--- src/rtl/cfg_rx_pkg.sv ---
`timescale 1ns/1ps
package cfg_rx_pkg;
    localparam int FRAME_W  = 16;
    localparam int ID_W     = 3;
    localparam int DATA_W   = FRAME_W - 1 - ID_W;
    localparam int STOP_MIN = 16;
    localparam int REG_N    = 5;

    localparam int ID_GAIN = 0;
    localparam int ID_PATH = 1;
    localparam int ID_TUNE = 2;
    localparam int ID_PWR  = 3;
    localparam int ID_TEST = 4;

    typedef enum logic [1:0] {
        ST_IDLE  = 2'd0,
        ST_SHIFT = 2'd1,
        ST_STOP  = 2'd2
    } rx_state_t;

    function automatic logic [DATA_W-1:0] reg_default(input int idx);
        logic [DATA_W-1:0] v;
        v = '0;
        if (idx == ID_GAIN) v[10:9] = 2'b11;   // input select at max attenuation
        return v;
    endfunction
endpackage

--- src/rtl/cfg_frame_rx.sv ---
`timescale 1ns/1ps
module cfg_frame_rx
    import cfg_rx_pkg::*;
#(
    parameter int FW    = FRAME_W,
    parameter int IW    = ID_W,
    parameter int SMIN  = STOP_MIN
) (
    input  logic              wclk,
    input  logic              rst_n,
    input  logic              sdi,
    output logic              wr_stb,
    output logic [FW-IW-2:0]  wr_data,
    output logic [IW-1:0]     wr_id
);
    localparam int SH_W  = FW - 1;
    localparam int MAXC  = (SH_W > SMIN) ? SH_W : SMIN;
    localparam int CNT_W = $clog2(MAXC + 1);

    rx_state_t        st_q, st_d;
    logic [CNT_W-1:0] cnt_q, cnt_d;
    logic [SH_W-1:0]  sh_q;
    logic             last_bit, stop_done;

    assign last_bit  = (cnt_q == CNT_W'(SH_W - 1));
    assign stop_done = (cnt_q == CNT_W'(SMIN - 1));

    // state register
    always_ff @(negedge wclk or negedge rst_n) begin
        if (!rst_n) st_q <= ST_IDLE;
        else        st_q <= st_d;
    end

    // next state and outputs
    always_comb begin
        st_d   = st_q;
        cnt_d  = cnt_q;
        wr_stb = 1'b0;
        unique case (st_q)
            ST_IDLE: begin
                if (!sdi) begin                    // START_SEEN
                    st_d  = ST_SHIFT;
                    cnt_d = '0;
                end
            end
            ST_SHIFT: begin
                if (last_bit) begin                // FRAME_FULL
                    st_d  = ST_STOP;
                    cnt_d = '0;
                end else begin
                    cnt_d = cnt_q + 1'b1;
                end
            end
            ST_STOP: begin
                if (!sdi) begin                    // RESTART
                    st_d  = ST_SHIFT;
                    cnt_d = '0;
                end else if (stop_done) begin      // COMMIT
                    st_d   = ST_IDLE;
                    cnt_d  = '0;
                    wr_stb = 1'b1;
                end else begin
                    cnt_d = cnt_q + 1'b1;
                end
            end
            default: begin
                st_d  = ST_IDLE;
                cnt_d = '0;
            end
        endcase
    end

    always_ff @(negedge wclk or negedge rst_n) begin
        if (!rst_n) begin
            cnt_q <= '0;
            sh_q  <= '0;
        end else begin
            cnt_q <= cnt_d;
            if (st_q == ST_SHIFT) sh_q <= {sh_q[SH_W-2:0], sdi};
        end
    end

    assign wr_data = sh_q[SH_W-1:IW];
    assign wr_id   = sh_q[IW-1:0];

    p_idle_hold_r6: assert property (@(negedge wclk) disable iff (!rst_n)
        (st_q == ST_IDLE && sdi) |=> (st_q == ST_IDLE));

    p_restart_r7: assert property (@(negedge wclk) disable iff (!rst_n)
        (st_q == ST_STOP && !sdi) |=> (st_q == ST_SHIFT && cnt_q == '0));

    p_commit_idle_r4: assert property (@(negedge wclk) disable iff (!rst_n)
        wr_stb |=> (st_q == ST_IDLE));

    p_start_low_r6: assert property (@(negedge wclk) disable iff (!rst_n)
        (st_q == ST_IDLE && !sdi) |=> (st_q == ST_SHIFT));
endmodule

--- src/rtl/cfg_reg_bank.sv ---
`timescale 1ns/1ps
module cfg_reg_bank
    import cfg_rx_pkg::*;
#(
    parameter int RN   = REG_N,
    parameter int DW   = DATA_W,
    parameter int IW   = ID_W,
    parameter int TID  = ID_TEST
) (
    input  logic             wclk,
    input  logic             rst_n,
    input  logic             test_mode,
    input  logic             wr_stb,
    input  logic [DW-1:0]    wr_data,
    input  logic [IW-1:0]    wr_id,
    output logic [RN*DW-1:0] regs_flat
);
    logic [RN-1:0] we;

    for (genvar i = 0; i < RN; i++) begin : g_reg
        logic [DW-1:0] r_q;
        if (i == TID) begin : g_gated
            assign we[i] = wr_stb && (wr_id == IW'(i)) && test_mode;
        end else begin : g_plain
            assign we[i] = wr_stb && (wr_id == IW'(i));
        end
        always_ff @(negedge wclk or negedge rst_n) begin
            if (!rst_n)     r_q <= reg_default(i);
            else if (we[i]) r_q <= wr_data;
        end
        assign regs_flat[i*DW +: DW] = r_q;
    end

    p_onehot_we_r3: assert property (@(negedge wclk) disable iff (!rst_n)
        $onehot0(we));

    p_reserved_drop_r8: assert property (@(negedge wclk) disable iff (!rst_n)
        (wr_stb && wr_id >= IW'(RN)) |=> $stable(regs_flat));

    p_test_gate_r5: assert property (@(negedge wclk) disable iff (!rst_n)
        (wr_stb && wr_id == IW'(TID) && !test_mode) |=> $stable(regs_flat));
endmodule

--- src/rtl/serial_cfg_rx.sv ---
`timescale 1ns/1ps
module serial_cfg_rx
    import cfg_rx_pkg::*;
(
    input  logic              wclk,
    input  logic              rst_n,
    input  logic              sdi,
    input  logic              test_mode,
    output logic [4:0]        rx_gain,
    output logic [3:0]        tx_gain,
    output logic [1:0]        rx_in_sel,
    output logic              ext_gain_sel,
    output logic              osr_half,
    output logic [1:0]        loop_mode,
    output logic              vco_filt,
    output logic signed [2:0] lpf_lo_code,
    output logic signed [2:0] lpf_hi_code,
    output logic [1:0]        filt_force,
    output logic [7:0]        vdac_code,
    output logic              vdac_en,
    output logic [2:0]        gp_out,
    output logic [11:0]       pwr_down,
    output logic [11:0]       test_cfg
);
    logic                    wr_stb;
    logic [DATA_W-1:0]       wr_data;
    logic [ID_W-1:0]         wr_id;
    logic [REG_N*DATA_W-1:0] regs_flat;
    logic [DATA_W-1:0]       g_r, p_r, t_r;

    cfg_frame_rx #(.FW(FRAME_W), .IW(ID_W), .SMIN(STOP_MIN)) u_frame (
        .wclk    (wclk),
        .rst_n   (rst_n),
        .sdi     (sdi),
        .wr_stb  (wr_stb),
        .wr_data (wr_data),
        .wr_id   (wr_id)
    );

    cfg_reg_bank #(.RN(REG_N), .DW(DATA_W), .IW(ID_W), .TID(ID_TEST)) u_bank (
        .wclk      (wclk),
        .rst_n     (rst_n),
        .test_mode (test_mode),
        .wr_stb    (wr_stb),
        .wr_data   (wr_data),
        .wr_id     (wr_id),
        .regs_flat (regs_flat)
    );

    assign g_r = regs_flat[ID_GAIN*DATA_W +: DATA_W];
    assign p_r = regs_flat[ID_PATH*DATA_W +: DATA_W];
    assign t_r = regs_flat[ID_TUNE*DATA_W +: DATA_W];

    assign rx_gain      = g_r[4:0];
    assign tx_gain      = g_r[8:5];
    assign rx_in_sel    = g_r[10:9];
    assign ext_gain_sel = g_r[11];

    assign osr_half     = p_r[0];
    assign loop_mode    = p_r[2:1];
    assign vco_filt     = p_r[3];
    assign lpf_lo_code  = p_r[6:4];
    assign lpf_hi_code  = p_r[9:7];
    assign filt_force   = p_r[11:10];

    assign vdac_code    = t_r[7:0];
    assign vdac_en      = t_r[8];
    assign gp_out       = t_r[11:9];

    assign pwr_down     = regs_flat[ID_PWR*DATA_W +: DATA_W];
    assign test_cfg     = regs_flat[ID_TEST*DATA_W +: DATA_W];
endmodule

--- config.mk ---
export PLATFORM = sky130hd
export DESIGN_NAME = serial_cfg_rx
export DESIGN_NICKNAME = d
export VERILOG_FILES = /design/src/rtl/cfg_rx_pkg.sv /design/src/rtl/cfg_frame_rx.sv /design/src/rtl/cfg_reg_bank.sv /design/src/rtl/serial_cfg_rx.sv
export SDC_FILE = /design/constraint.sdc
export NUM_CORES = 1
export LEC_CHECK = 0
export CAP_MARGIN = 20
export CORE_MARGIN = 1
export CORE_UTILIZATION = 45
export CTS_CLUSTER_DIAMETER = 30
export DETAILED_ROUTE_END_ITERATION = 8
export PLACE_DENSITY = 0.7
export SYNTH_ARGS = -nofsm -noshare
export SYNTH_HDL_FRONTEND = slang
export SYNTH_SLANG_ARGS = --single-unit
export TNS_END_PERCENT = 1
--- constraint.sdc ---
create_clock -name wclk -period 2 [get_ports wclk]
set_input_delay 0.5 -clock wclk [delete_from_list [all_inputs] [get_ports wclk]]
set_output_delay 0.5 -clock wclk [all_outputs]
set_load 0.02 [all_outputs]
==> Word level (Yosys, flattened, before mapping) <==
Cells that the tools add are included.
{ "op_classes": {"addsub": 1, "n_eq_ne": 11, "n_mux": 13, "n_reduce_logical": 9} }
{ "ops": {"columns": ["operator", "count"], "rows": [
  ["5-bit two-way mux", 4],
  ["5-bit one-hot mux with 3 select lines", 1],
  ["5-bit by 4-bit equality test with 1-bit output (second input constant)", 2],
  ["2-bit two-way mux", 4],
  ["3-bit by 2-bit equality test with 1-bit output (second input constant)", 2],
  ["1-bit logical AND", 6],
  ["2-bit one-hot mux with 3 select lines", 1],
  ["5-bit by 1-bit adder with 5-bit output (second input constant)", 1],
  ["3-bit by 1-bit equality test with 1-bit output (second input constant)", 1],
  ["3-bit equality test (second input constant)", 1],
  ["3-bit zero test", 1],
  ["1-bit two-way mux", 3],
  ["3-bit by 2-bit != test with 1-bit output (second input constant)", 1],
  ["3-bit AND reduction", 1],
  ["2-bit by 1-bit equality test with 1-bit output (second input constant)", 1],
  ["2-bit equality test (second input constant)", 1],
  ["2-bit zero test", 1],
  ["2-bit by 1-bit != test with 1-bit output (second input constant)", 1],
  ["2-bit != test (second input constant)", 1]
]} }
{ "totals": {"reg_bits": 82, "inputBits": 4, "out_inout_bits": 60, "wordCells": 42} }

==> Longest topological paths before layout <==
Gate-level depths: netlist (run 1).
{ "depth": {"word_depth": 6, "depth_mapped": 8} }

==> By module <==
Synthesis (run 1) repeated with hierarchy kept, for this count alone.
{ "unflattened": {"cells_unflattened": 223, "hier_area_um2": 3479.6} }
{ "by_module_without_submodules": {"columns": ["mod", "n_inst", "cells_each", "area_per_inst_um2"], "rows": [
  ["cfg_reg_bank", 1, 132, 2396.0],
  ["cfg_frame_rx", 1, 91, 1083.5]
]} }

==> flow_summary.toml, run 1 <==
[outcome]
status = "finished, violations left"
violations = "negative setup slack"

[route]
wl_per_cell_um = 16.9
route.detailed.drc = 0
first_pass_iters = 4
drt_iter0_markers = 92
wl_um = 7470
postRouteAntennaNets = 0
viasPerCell = 4.87
vias = 2153

[global_routing]
grt_pass1_vias = 2328
overflow = 0
grt_start_max_net_pins = 23
grt_pass1_wl_um = 12200
antenna_found_initial = 0
grt_util_all_layers = 0.194

[timing]
tns_ns = -47.80
clock_skew_ns = 0.0601
rsz0062_at_grt = "true"
setup_slack_ns = -0.529
worst_slew_pin_slew_ns = 0.351
hold_violations = 0
timing.hold.ws_ns = 0.467
finalSetupViolations = 127
maxSlewViolCount = 0
slew_headroom = 0.766

[clock_tree]
cts_max_path_buffers = 2
cts_buffers = 9
htree_levels = 3
clk_pin_slew_ns = 0.05
cts_sinks = 82
cts_tree = "done"
cts_root_buf = "clkbuf_8"
clk_latency_ns = 0.39

[synthesis]
synth_common_cells = "dfrtn_1 (80), mux2_4 (40), mux2_2 (26)"
netlist_instances = 218
syn_avg_cell_area_sq_um = 16.4
synth.net_count = 229
synth_top_area_cell = "dfrtn_1"
syn_area_sq_um = 3570
ys_async_sr_fraction = 1.00
synthTopCellsByArea = "dfrtn_1 (56%), mux2_4 (17%), mux2_2 (8.2%)"
synth_seq_area_share = 0.575
synth_edf_count = 0
yosys_warnings = 0
ys_seq_elements = 82
synth_most_common_cell = "dfrtn_1"
synth_top_area_frac = 0.560
ys.flop_type = "dfrtn_1"
synth.distinct_cells = 35

[finish]
register_area_sq_um = 2050
drive_gt1_frac = 0.612
post-route-util = 0.663
diodes = 0
fin_nets = 346
multi_input_area_sq_um = 1470
fill_cells = 552
areaGrowthSynthToFinish_pct = 42.7

[worst_setup_path]
worstPathRequired_ns = 1.50
crit_buf_inv = 1
cp-end-kind = "primary output"
crit_arrival_ns = 2.03
critical_path.startpoint_type = "flop"
slowest_delay_ns = 0.53
cp_cell_sequence = "buf_6"
crit_slowest_cell = "dfstp_2"
critPathMaxFanout = 2
worst_path_dominant_cell_family = "flip-flops"
worstSetupPathType = "flop to primary output"

[power_and_ir_drop]
p_sw_mw = 1.28
internal_power_mw = 2.96
peakVddDrop_v = 0.000597
seq_power_share = 0.514
total_power_mw = 4.24
cellPowerDensity_nw_per_um2 = 831
p_comb_frac = 0.204
swShare = 0.301
power_frac_clock = 0.282
p_leak_nw = 2.74

[floorplan]
io-pin-count = 64
dieArea_sq_um = 8300
die_w_um = 91.1
row_count = 32
die_y_um = 91.1
start_util = 0.465
core_sq_um = 7690

[place]
place.gp.congestion = 0.848
io_buffer_count = 63
dp_slack_ns = -1.14
dp_hpwl_um = 4920

[run]
drv_cap = 0

[worst_hold_path]
min_path_type = "flop to flop"
flip-flops by register name, summed over array words and instances (netlist names):
signal         flops
u_bank.g.r_q      60
u_frame.sh_q      15
u_frame.cnt_q      5
u_frame.st_q       2
metal layers:
metal | GRT usage | wire (um) | vias up
li1 | - | - | 1014
met1 | 0.261 | 3530 | 1086
met2 | 0.308 | 3650 | 45
met3 | 0.0503 | 229 | 8
met4 | 0.0635 | 65 | 0
met5 | 0 | 0 | -
kinds of logic (layout without fill, tap and decap cells):
kind of cell	after synthesis	count (layout)	share of synthesized area
muxes	78	78	0.287
AOI/OAI and AO/OA	12	12	0.0259
adders and majority gates	7	7	0.0245
DFF	82	82	0.575
buffers and inverters	16	138	0.0291
and+or+nand+nor	23	23	0.0581
area by class of cell:
cell class                      count  share of cell area
Multi-Input combinational cell    120               0.289
Tap cell                          102              0.0250
Inverter                            6             0.00442
Timing Repair Buffer              114               0.239
Clock inverter                      7              0.0120
Sequential cell                    82               0.403
Clock buffer                       11              0.0277
path summary, 6_finish.rpt:
check / from / end / slack (ns) / depth (start not counted)
min: u_bank.g_reg[4].r_q[1]$_DFFE_NN0P_ / u_bank.g_reg[4].r_q[1]$_DFFE_NN0P_ / 0.47 / 1
max in group asynchronous: rst_n / u_frame.cnt_q[3]$_DFFE_NN0P_ / 0.59 / 2
max reg2reg: u_frame.cnt_q[1]$_DFFE_NN0P_ / u_bank.g_reg[3].r_q[2]$_DFFE_NN0P_ / 0.03 / 6
min reg2reg: u_bank.g_reg[4].r_q[1]$_DFFE_NN0P_ / u_bank.g_reg[4].r_q[1]$_DFFE_NN0P_ / 0.47 / 1
max: u_bank.g_reg[0].r_q[9]$_DFFE_NN1P_ / rx_in_sel[0] / -0.53 / 1
min in group asynchronous: rst_n / u_bank.g_reg[1].r_q[6]$_DFFE_NN0P_ / 0.95 / 1
layout by cell type (no fill, tap or decap), types with 2 or more instances in the layout:
master    synthesis  routed
ha_1              7       7
inv_1             7       8
clkinv_1          0       2
nand4b_1          2       2
buf_8             0       2
clkbuf_8          0      10
nand2_1           4       4
dfrtn_1          80      80
dfstp_2           2       2
mux2i_1           2       2
mux2_1           10      10
nand2b_1          2       2
o21ai_0           3       2
mux2_2           26      26
buf_6             5      67
and2_4            0       2
mux2_4           40      40
buf_4             1      37
buf_12            0       6
nand4b_4          2       2
power groups by stage:
stage | logic [mW] | registers [mW] | clock network, mW
4_1_cts | 0.830 | 2.18 | 1.23
3_5_place_dp | 0.751 | 2.21 | 0.00939
3_3_place_gp | 0.732 | 2.20 | 0.00939
5_1_grt | 0.950 | 2.22 | 1.30
2_1_floorplan | 0.584 | 2.10 | 0.00939
6_report | 0.866 | 2.18 | 1.20
stage by stage:
stage	instance area, sq um	std cells
CTS	5060	442
global route	5100	442
finish	5100	442
floorplan	3570	218
detailed placement	4670	422
global placement	4670	422
repair_timing:
item	in CTS	in global routing
pin swaps	3	1
setup endpoints to repair	128	127
buffers inserted	2	0
gates resized for setup	379	8
cloned	1	0
hold buffers	0	0
(Power assumes the default switching activity.)
==> run 2, diff against run 1 <==
- SKIP_LAST_GASP: default -> 1
==> flow_summary.toml, run 2 (synthesis results as in run 1) <==
[outcome]
status = "finished, violations left"
violations = "negative setup slack"

[finish]
top_register = "u_bank.g.r_q"
instances_no_fill = 443
largest_registers = "u_bank.g.r_q x60, u_frame.sh_q x15, u_frame.cnt_q x5"
largest_reg_flops = 60
post-route-util = 0.646
fin_nets = 347
areaGrowthSynthToFinish_pct = 39.0
multi_input_area_sq_um = 1410
diodes = 0
register_area_sq_um = 2050
final_common_cell = "dfrtn_1"
drive_gt1_frac = 0.587
mostFrequentLayoutCells = "dfrtn_1 (80), clkdlybuf4s15_2 (47), buf_4 (43)"
fill_cells = 575
postLayoutCellArea_sq_um = 4970

[route]
wl_per_cell_um = 16.4
drt_iter0_markers = 79
route.detailed.drc = 0
first_pass_iters = 4
viasPerCell = 4.91
wl_um = 7260
postRouteAntennaNets = 0
vias = 2177

[global_routing]
grt_util_all_layers = 0.192
grt_start_max_net_pins = 23
overflow = 0
grt_pass1_vias = 2310
grt_pass1_wl_um = 12100
antenna_found_initial = 0

[place]
io_buffer_count = 63
place.gp.congestion = 0.848
postPlaceCellArea_sq_um = 4670
dp_hpwl_um = 4920
dp_slack_ns = -1.14
dp_cells = 422

[clock_tree]
cts_buffers = 9
htree_levels = 3
cts_root_buf = "clkbuf_8"
clk_latency_ns = 0.39
cts_sinks = 82
clk_pin_slew_ns = 0.05
cts_tree = "done"
cts_max_path_buffers = 2
hold_buffers = 0

[worst_setup_path]
crit_buf_inv = 1
reg2reg_to = "u_bank.g_reg[1].r_q[0]$_DFFE_NN0P_"
cp_cell_sequence = "clkdlybuf4s15_2"
crit_slowest_cell = "dfrtn_1"
worstPathRequired_ns = 1.50
critPathMaxFanout = 2
crit_arrival_ns = 2.04
critical_path.startpoint_type = "flop"
slowest_delay_ns = 0.43
rrSetupSlack_ns = 0.08
worstSetupPathDepth = 1
worst_path_dominant_cell_family = "flip-flops"
r2r_start = "u_frame.st_q[0]$_DFFE_NN0P_"
crit_path_start = "u_bank.g_reg[4].r_q[10]$_DFFE_NN0P_"
ff2ff_path_depth = 7
cp-end-kind = "primary output"
worstSetupPathType = "flop to primary output"
crit_end = "test_cfg[10]"

[floorplan]
die_w_um = 91.1
start_util = 0.465
row_count = 32
io-pin-count = 64
dieArea_sq_um = 8300
core_sq_um = 7690
die_y_um = 91.1

[timing]
tns_ns = -62.64
hold_violations = 0
timing.hold.ws_ns = 0.442
slew_headroom = 0.782
clock_skew_ns = 0.0613
maxSlewViolCount = 0
rsz0062_at_grt = "true"
finalSetupViolations = 128
setup_slack_ns = -0.537
worst_slew_pin_slew_ns = 0.326

[power_and_ir_drop]
p_leak_nw = 2.60
total_power_mw = 4.16
cellPowerDensity_nw_per_um2 = 838
peakVddDrop_v = 0.000597

[worst_hold_path]
min_path_type = "flop to flop"

[run]
drv_cap = 0
## run 2: cell types whose count changed in the layout (fill, tap and decap cells not counted), moves of 2 or more
cell	previous run	this run
buf_4	37	43
a32oi_1	0	2
and2_4	2	0
buf_6	67	4
and2_1	0	2
buf_2	0	7
clkdlybuf4s15_2	0	47
clkbuf_2	0	2
clkdlybuf4s15_1	0	3
## run 2: area by class of cell
cell class	instances	area share
Tap cell	102	0.0257
Timing Repair Buffer	115	0.231
Inverter	6	0.00454
Clock inverter	7	0.0123
Multi-Input combinational cell	120	0.285
Sequential cell	82	0.414
Clock buffer	11	0.0285
## run 2: report_power, final
| group | switching [mW] | internal (mW) |
|---|---|---|
| sequential | 0.315 | 1.86 |
| combinational | 0.335 | 0.452 |
| clock | 0.589 | 0.611 |
| total | 1.24 | 2.92 |
## run 2: worst min-delay path by stage
stage | startpoint | to | cells past startpoint
final | u_bank.g_reg[4].r_q[1]$_DFFE_NN0P_ | u_bank.g_reg[4].r_q[1]$_DFFE_NN0P_ | 1
after global routing | u_bank.g_reg[4].r_q[7]$_DFFE_NN0P_ | u_bank.g_reg[4].r_q[7]$_DFFE_NN0P_ | 1
after CTS | u_bank.g_reg[4].r_q[1]$_DFFE_NN0P_ | u_bank.g_reg[4].r_q[1]$_DFFE_NN0P_ | 1
after detailed placement | u_bank.g_reg[4].r_q[11]$_DFFE_NN0P_ | u_bank.g_reg[4].r_q[11]$_DFFE_NN0P_ | 1
after global placement | u_bank.g_reg[4].r_q[11]$_DFFE_NN0P_ | u_bank.g_reg[4].r_q[11]$_DFFE_NN0P_ | 1
after floorplan | u_frame.cnt_q[1]$_DFFE_NN0P_ | u_frame.cnt_q[1]$_DFFE_NN0P_ | 2
## run 2: per-layer routing
| metal | vias up | part of all wire | global-route usage |
|---|---|---|---|
| met3 | 7 | 0.038 | 0.0511 |
| met1 | 1098 | 0.48 | 0.261 |
| li1 | 1021 | - | - |
| met2 | 51 | 0.47 | 0.301 |
| met4 | 0 | 0.010 | 0.0648 |
| met5 | - | 0 | 0 |
## run 2: repair_timing
action	CTS	global route
endpoints found under the setup margin	128	128
setup buffers	2	1
endpoints found under the hold margin	0	0
pin swaps	1	1
resized for setup	193	5
gates cloned	1	0
## run 2: worst reg2reg max path, cell delays in order (launching register included)
cell,delay (ns)
dfrtn_1,0.44
inv_1,0.09
ha_1,0.25
and4bb_4,0.25
buf_12,0.13
nand4b_4,0.09
buf_12,0.17
mux2_2,0.34
==> run 3, diff against run 2 <==
- CORE_UTILIZATION: 45 -> 42
- PLACE_DENSITY: 0.7 -> 0.66
==> flow_summary.toml, run 3 (synthesis results as in run 1) <==
[route]
route.detailed.drc = 0
vias = 2203
first_pass_iters = 4
wl_per_cell_um = 16.7
wl_um = 7430
viasPerCell = 4.94
drt_iter0_markers = 65
postRouteAntennaNets = 0

[timing]
slew_headroom = 0.751
finalSetupViolations = 127
rsz0062_at_grt = "true"
maxSlewViolCount = 0
tns_ns = -60.03
hold_violations = 0
clock_skew_ns = 0.0535
setup_slack_ns = -0.524
worst_slew_pin_slew_ns = 0.373
timing.hold.ws_ns = 0.430

[global_routing]
grt_start_max_net_pins = 28
overflow = 0
antenna_found_initial = 0
grt_util_all_layers = 0.185
grt_pass1_vias = 2208
grt_pass1_wl_um = 12100

[worst_hold_path]
min_path_type = "flop to flop"

[place]
dp_hpwl_um = 5120
postPlaceCellArea_sq_um = 4720
io_buffer_count = 63
dp_slack_ns = -1.20
place.gp.congestion = 0.811

[finish]
postLayoutCellArea_sq_um = 4930
areaGrowthSynthToFinish_pct = 37.9
top_register = "u_bank.g.r_q"
largest_registers = "u_bank.g.r_q x60, u_frame.sh_q x15, u_frame.cnt_q x5"
fin_nets = 348
drive_gt1_frac = 0.604
largest_reg_flops = 60
diodes = 0
mostFrequentLayoutCells = "dfrtn_1 (80), buf_4 (47), clkdlybuf4s15_2 (43)"
post-route-util = 0.600
final_common_cell = "dfrtn_1"

[run]
drv_cap = 0

[clock_tree]
clk_latency_ns = 0.38
cts_root_buf = "clkbuf_8"
cts_sinks = 82
hold_buffers = 0
clk_pin_slew_ns = 0.05
htree_levels = 3
cts_max_path_buffers = 2
cts_tree = "done"
cts_buffers = 9

[power_and_ir_drop]
peakVddDrop_v = 0.000401
p_leak_nw = 2.62
cellPowerDensity_nw_per_um2 = 857

[worst_setup_path]
crit_slowest_cell = "dfrtn_1"
critical_path.startpoint_type = "flop"
critPathMaxFanout = 2
worstSetupPathType = "flop to primary output"
cp-end-kind = "primary output"
slowest_delay_ns = 0.43
cp_cell_sequence = "clkdlybuf4s15_2"
worstPathRequired_ns = 1.50
crit_arrival_ns = 2.02
worst_path_dominant_cell_family = "flip-flops"
crit_buf_inv = 1

[floorplan]
row_count = 33
start_util = 0.435
io-pin-count = 64
dieArea_sq_um = 8880
die_w_um = 94.2
core_sq_um = 8220
die_y_um = 94.2

[outcome]
violations = "negative setup slack"
status = "finished, violations left"
-- run 3: cell types whose count changed in the layout (fill, tap and decap cells not counted), sizes merged --
| cell | previous run | this run |
|---|---|---|
| clkdlybuf4s15 | 50 | 43 |
| buf | 62 | 72 |
| bufinv | 1 | 2 |
| clkbuf | 13 | 10 |
| clkinv | 3 | 2 |
-- run 3: metrics by stage --
stage | total power, mW | instances
CTS | 4.26 | 446
global placement | 2.96 | 428
floorplan | 2.69 | 218
global route | 4.44 | 446
finish | 4.22 | 446
detailed placement | 2.99 | 428
-- run 3: timing repair --
action | in CTS | in global routing
cloned | 0 | 0
pin swaps | 2 | 1
hold endpoints to repair | 0 | 0
buffers inserted | 2 | 0
endpoints found under the setup margin | 128 | 127
gates resized for setup | 203 | 3
-- run 3: final timing paths --
check	startpoint	end	slack, ns	cells after the start
setup / recovery	u_bank.g_reg[2].r_q[4]$_DFFE_NN0P_	vdac_code[4]	-0.52	1
hold / removal	u_bank.g_reg[4].r_q[0]$_DFFE_NN0P_	u_bank.g_reg[4].r_q[0]$_DFFE_NN0P_	0.43	1
setup reg to reg	u_frame.st_q[0]$_DFFE_NN0P_	u_bank.g_reg[0].r_q[1]$_DFFE_NN0P_	0.13	6
hold reg to reg	u_bank.g_reg[4].r_q[0]$_DFFE_NN0P_	u_bank.g_reg[4].r_q[0]$_DFFE_NN0P_	0.43	1
max in group asynchronous	rst_n	u_bank.g_reg[4].r_q[7]$_DFFE_NN0P_	0.63	2
min in group asynchronous	rst_n	u_frame.sh_q[4]$_DFFE_NN0P_	0.92	1
-- run 3: cell type report --
type,count,area [sq um]
Fill cell,639,3290
Sequential cell,82,2050
Multi-Input combinational cell,120,1410
Timing Repair Buffer,116,1090
Clock buffer,10,138
Tap cell,105,131
Clock inverter,7,76.3
Inverter,6,22.5
-- run 3: routing by layer --
| layer | wire [um] | share of wire | track usage |
|---|---|---|---|
| met1 | 3590 | 0.48 | 0.258 |
| met2 | 3400 | 0.46 | 0.279 |
| met3 | 308 | 0.041 | 0.0372 |
| met4 | 126 | 0.017 | 0.0769 |
| met5 | 0 | 0 | 0 |
-- run 3: power breakdown --
part / internal, mW / total, mW / switching, mW / leakage, nW
logic: 0.438 / 0.770 / 0.333 / 1.40
clock network: 0.670 / 1.25 / 0.585 / 0.118
registers: 1.86 / 2.19 / 0.334 / 1.11
